`src/rtl/hint_pkg.sv`:
```
package hint_pkg;

    // What a line-advance does to the counter
    typedef enum logic [1:0] {
        EV_IDLE   = 2'd0,   // no line advance this cycle
        EV_BLANK  = 2'd1,   // blanking line: forced reload
        EV_DEC    = 2'd2,   // visible line, counter nonzero
        EV_FIRE   = 2'd3    // visible line, counter zero: raise and reload
    } line_ev_e;

    function automatic line_ev_e classify_line(
        input logic adv,
        input logic past_active,
        input logic cnt_is_zero
    );
        if (!adv)             return EV_IDLE;
        else if (past_active) return EV_BLANK;
        else if (!cnt_is_zero) return EV_DEC;
        else                  return EV_FIRE;
    endfunction

endpackage

```
`src/rtl/hint_line_classify.sv`:
```
module hint_line_classify
    import hint_pkg::*;
#(
    parameter int LINE_W = 9
) (
    input  logic              line_adv,
    input  logic [LINE_W-1:0] line_num,
    input  logic [LINE_W-1:0] first_inactive,
    input  logic              cnt_zero,
    output line_ev_e          ev,
    output logic              fire
);

    logic in_blank;

    always_comb begin
        // the first blanking line itself still counts as visible
        in_blank = (line_num > first_inactive);
        ev       = classify_line(line_adv, in_blank, cnt_zero);
        fire     = (ev == EV_FIRE);
    end

endmodule

```
`src/rtl/hint_down_counter.sv`:
```
module hint_down_counter
    import hint_pkg::*;
#(
    parameter int CNT_W = 8
) (
    input  logic             clk,
    input  logic             rst_n,
    input  line_ev_e         ev,
    input  logic [CNT_W-1:0] reload_val,
    output logic [CNT_W-1:0] cnt_q,
    output logic             cnt_zero
);

    localparam logic [CNT_W-1:0] CNT_ONE  = {{(CNT_W-1){1'b0}}, 1'b1};
    localparam logic [CNT_W-1:0] CNT_RST  = '0;

    typedef struct packed {
        logic [CNT_W-1:0] cnt;
    } cnt_state_t;

    cnt_state_t st_d, st_q;

    always_comb begin
        st_d = st_q;
        unique case (ev)
            EV_BLANK, EV_FIRE: st_d.cnt = reload_val;
            EV_DEC:            st_d.cnt = st_q.cnt - CNT_ONE;
            default:           st_d.cnt = st_q.cnt;
        endcase
    end

    always_ff @(posedge clk) begin
        if (!rst_n) st_q <= '{cnt: CNT_RST};
        else        st_q <= st_d;
    end

    assign cnt_q    = st_q.cnt;
    assign cnt_zero = (st_q.cnt == '0);

endmodule

```
`src/rtl/hint_pending_flag.sv`:
```
module hint_pending_flag #(
    parameter int TIME_W = 16
) (
    input  logic              clk,
    input  logic              rst_n,
    input  logic              fire,
    input  logic              ack,
    input  logic [TIME_W-1:0] stamp_in,
    output logic              pend_q,
    output logic [TIME_W-1:0] stamp_q
);

    typedef struct packed {
        logic              pend;
        logic [TIME_W-1:0] stamp;
    } pend_state_t;

    pend_state_t st_d, st_q;

    always_comb begin
        st_d = st_q;
        if (fire) begin
            // raising wins over a same-cycle acknowledge
            st_d.pend  = 1'b1;
            st_d.stamp = stamp_in;
        end else if (ack) begin
            st_d.pend  = 1'b0;
        end
    end

    always_ff @(posedge clk) begin
        if (!rst_n) st_q <= '0;
        else        st_q <= st_d;
    end

    assign pend_q  = st_q.pend;
    assign stamp_q = st_q.stamp;

endmodule

```
`src/rtl/hint_line_irq.sv`:
```
module hint_line_irq
    import hint_pkg::*;
#(
    parameter int CNT_W  = 8,
    parameter int LINE_W = 9,
    parameter int TIME_W = 16
) (
    input  logic              clk,
    input  logic              rst_n,
    input  logic              line_adv,
    input  logic [LINE_W-1:0] line_num,
    input  logic [LINE_W-1:0] first_inactive,
    input  logic [CNT_W-1:0]  reload_val,
    input  logic              irq_en,
    input  logic              irq_ack,
    input  logic [TIME_W-1:0] cycle_stamp,
    output logic              pending,
    output logic              irq,
    output logic [TIME_W-1:0] pend_stamp
);

    line_ev_e         ev_w;
    logic             fire_w;
    logic             cnt_zero_w;
    logic [CNT_W-1:0] cnt_w;
    logic             pend_w;

    hint_line_classify #(.LINE_W(LINE_W)) u_class (
        .line_adv       (line_adv),
        .line_num       (line_num),
        .first_inactive (first_inactive),
        .cnt_zero       (cnt_zero_w),
        .ev             (ev_w),
        .fire           (fire_w)
    );

    hint_down_counter #(.CNT_W(CNT_W)) u_cnt (
        .clk        (clk),
        .rst_n      (rst_n),
        .ev         (ev_w),
        .reload_val (reload_val),
        .cnt_q      (cnt_w),
        .cnt_zero   (cnt_zero_w)
    );

    hint_pending_flag #(.TIME_W(TIME_W)) u_pend (
        .clk      (clk),
        .rst_n    (rst_n),
        .fire     (fire_w),
        .ack      (irq_ack),
        .stamp_in (cycle_stamp),
        .pend_q   (pend_w),
        .stamp_q  (pend_stamp)
    );

    assign pending = pend_w;
    assign irq     = pend_w & irq_en;

endmodule

```
`config.mk`:
```
export PLATFORM = sky130hd
export DESIGN_NAME = hint_line_irq
export DESIGN_NICKNAME = d
export VERILOG_FILES = /design/src/rtl/hint_pkg.sv /design/src/rtl/hint_line_classify.sv /design/src/rtl/hint_down_counter.sv /design/src/rtl/hint_pending_flag.sv /design/src/rtl/hint_line_irq.sv
export SDC_FILE = /design/constraint.sdc
export NUM_CORES = 1
export LEC_CHECK = 0
export BUFFER_PORTS_ARGS = -buffer_cell sky130_fd_sc_hd__buf_2
export CORE_AREA = 5 5 69 71
export DETAILED_ROUTE_END_ITERATION = 10
export DIE_AREA = 0 0 74 76
export GPL_TIMING_DRIVEN = 0
export PLACE_DENSITY = 0.63
export SYNTH_ARGS = -nofsm -noshare
export SYNTH_HDL_FRONTEND = slang
export SYNTH_SLANG_ARGS = --single-unit
```
`constraint.sdc`:
```
create_clock -name clk -period 2.58 [get_ports clk]
set_input_delay 0.516 -clock clk [delete_from_list [all_inputs] [get_ports clk]]
set_output_delay 0.516 -clock clk [all_outputs]
set_load 0.05 [all_outputs]
```
==> results.yml <==
yosys:
  async_flop_share_pct: 0
  synth_top_area_share_pct: 33.14
  synth_area_per_cell_um2: 8.581
  ys_ff_latch: 25
  synth_edf_count: 0
  syn_area_um2: 1510
  synthTopCellsByCount: "nand2_1, dfxtp_1, o21ai_2"
  synth_top_area_cell: "dfxtp_1"
  synthesis.nets: 234
  synth_ff_type: "dfxtp_1"
  netlist_instances: 176
  netlist_top_cells_area: "dfxtp_1, ha_1, nand3_2"
  ys_seq_area_share_pct: 33.14
  yosysUniqueCellTypes: 41
  yosys_warnings: 0
  yosysMostFrequentCell: "nand2_1"
timing:
  rsz0062_at_grt: "false"
  hold_ws_ns: 0.4475
  worst_pin_slew_ns: 0.4566
  fin_ws_ns: 0.4454
  setup_viol: 0
  hold_viol_final: 0
  fin_skew_ns: 0.008262
  slew_headroom_pct: 69.56
  period_share_pct: 82.74
  fin_setup_tns_ns: 0
  fmax_ghz: 0.4685
  maxSlewViolCount: 0
  fin_crit_ns: 2.135
global_routing:
  grt_pass1_vias: 1566
  grt_max_degree: 16
  grt_overflow: 0
  grt_pass1_wl_um: 6651
  antenna_found_initial: 0
  grt_usage_pct: 14.41
hold_path:
  min-delay-start: "cycle_stamp[13]"
  holdPathEnd: "u_pend.stamp_q[13]"
  hold_path_class: "primary input to register"
  min_path_cells: 3
cells_and_area:
  multi_input_area_um2: 887.1
  nFillCells: 428
  drive_gt1_share_pct: 42.39
  final_core_util_pct: 46.46
  fin_area_um2: 1939
  fin_cells: 295
  layout.nets: 302
  register_area_um2: 500.5
  antenna_cells: 0
  areaGrowthSynthToFinish_pct: 28.42
clock_tree:
  htree_levels: 1
  cts_setup_buffers: 0
  cts_resized: 0
  cts_hold_buf: 0
  clk_latency_ns: 0.28
  path_clk_slew_ns: 0.10
  clock_path_buffers: 2
  clock-root-buffer: "clkbuf_8"
  cts.sinks: 25
  cts_buffers: 3
  cts_tree: "done"
placement:
  preCtsSetupSlack_ns: 0.1358
  place_hpwl_um: 2971
  place_congestion: 0.7441
  placed_cell_area_um2: 1891
  numPortBuffers: 63
  dp_cells: 291
die:
  die_w_um: 74
  start_util_pct: 36.18
  coreArea_um2: 4174
  die_height_um: 76
  dieArea_um2: 5624
  num_rows: 24
  io_pins: 65
setup_path:
  cp_num_cells: 10
  reg2reg_slack_ns: 0.72
  path_buf_inv: 3
  max_stage_delay_ns: 0.40
  setup.worst_path.class: "primary input to register"
  slowest_stage: "or3_1"
  cp.required_ns: 2.79
  startpoint: "line_num[8]"
  reg2reg_depth: 7
  cp_cell_sequence: "buf_2 > ha_1 > nand4_1 > or3_1 > o21ai_2 > and4_1 > buf_4 > buf_6 > nand3_2 > o21ai_2"
  end_kind: "register"
  timing.rr.end: "u_cnt.cnt_q[2]"
  cp.arrival_ns: 2.35
  critPathMostFrequentCell: "o21ai_2"
  reg2reg_from: "u_cnt.cnt_q[2]"
  cp_top_family: "simple AND/OR/NAND/NOR gates"
  crit_path_start_kind: "primary input"
  crit_fanout: 10
routing:
  dr_total_vias: 1483
  routed_wl_um: 3823
  route.antenna.remaining_nets: 0
  viasPerCell: 5.027
  firstDrtPassIters: 4
  dr.first_iter.drc_count: 47
  wire_per_inst_um: 12.96
  drc: 0
power:
  leakage_nw: 0.8972
  power.total_mw: 1.144
  vdd_drop_max_mv: 0.2502
  power.density_nw_per_um2: 590.0
run_status:
  status: "complete, no violations"
job:
  maxCapViolations: 0
==> routing by layer <==
metal	vias up	track usage, %	routed length (um)
li1	758	-	-
met1	680	17.03	1617
met2	40	25.53	1941
met3	5	1.979	215
met4	0	5.435	48
met5	-	0	0
==> layout by cell type, fill, tap and decap left out, types with 2 or more instances in the layout <==
master,Yosys,routed
nand3_1,5,5
o21ai_0,3,3
inv_1,12,12
nand4_1,2,2
nor2_1,4,4
o21ai_2,14,14
a21oi_1,5,5
nand3b_1,2,2
a21o_1,2,2
buf_6,2,2
o22ai_1,2,2
mux2i_1,2,2
clkbuf_8,0,3
nand3_2,13,13
or3_1,2,2
nand2_1,28,28
clkbuf_1,4,4
a21boi_0,2,2
o311ai_0,2,2
a31oi_1,3,3
nor3_1,4,4
dfxtp_1,25,25
buf_4,2,2
buf_2,2,65
ha_1,11,11
o221ai_1,2,2
o21ai_1,5,5
and2_1,2,2
==> cells by family after synthesis <==
logic type	Yosys count	synth area share, %
compound gates	45	21.46
fa+ha+maj	11	9.113
buf+inv	23	8.118
flops	25	33.14
mux	2	1.326
simple gates	70	26.84
==> power by group <==
part	internal, mW	switching (mW)
Sequential	0.432	0.0338
Clock	0.110	0.135
Combinational	0.160	0.274
Total	0.702	0.443
==> state kept, by name, indices dropped and copies added, names as in the netlist <==
name / cells
u_pend.stamp_q: 16
u_cnt.cnt_q: 8
u_pend.pend_q: 1
==> cell type report <==
type                    count  share of cell area (%)
multi-input cells         128                   45.74
flip-flops and latches     25                   25.81
repair buffers             63                   16.26
plain buffers              11                   4.000
well taps                  52                   3.355
inverters                  12                   2.323
clock buffers               3                   2.129
clock inverters             1                  0.3871
==> how the worst max path moves through the flow <==
| stage | to | slack (ns) |
|---|---|---|
| floorplan | u_pend.stamp_q[0] | 0.43 |
| global placement | u_pend.stamp_q[0] | 0.16 |
| detailed placement | u_pend.stamp_q[0] | 0.14 |
| CTS | u_pend.stamp_q[0] | 0.42 |
| global route | u_pend.stamp_q[0] | 0.30 |
| finish | u_pend.stamp_q[0] | 0.45 |
==> worst register-to-register path, delay by kind of cell, from the launching register on <==
| kind | cells | cell delay, ns |
|---|---|---|
| and+or+nand+nor | 5 | 1.01 |
| DFF | 1 | 0.37 |
| AOI/OAI and AO/OA | 1 | 0.22 |
| buffers and inverters | 1 | 0.16 |
Note: power is estimated with default switching activity, not from simulation.
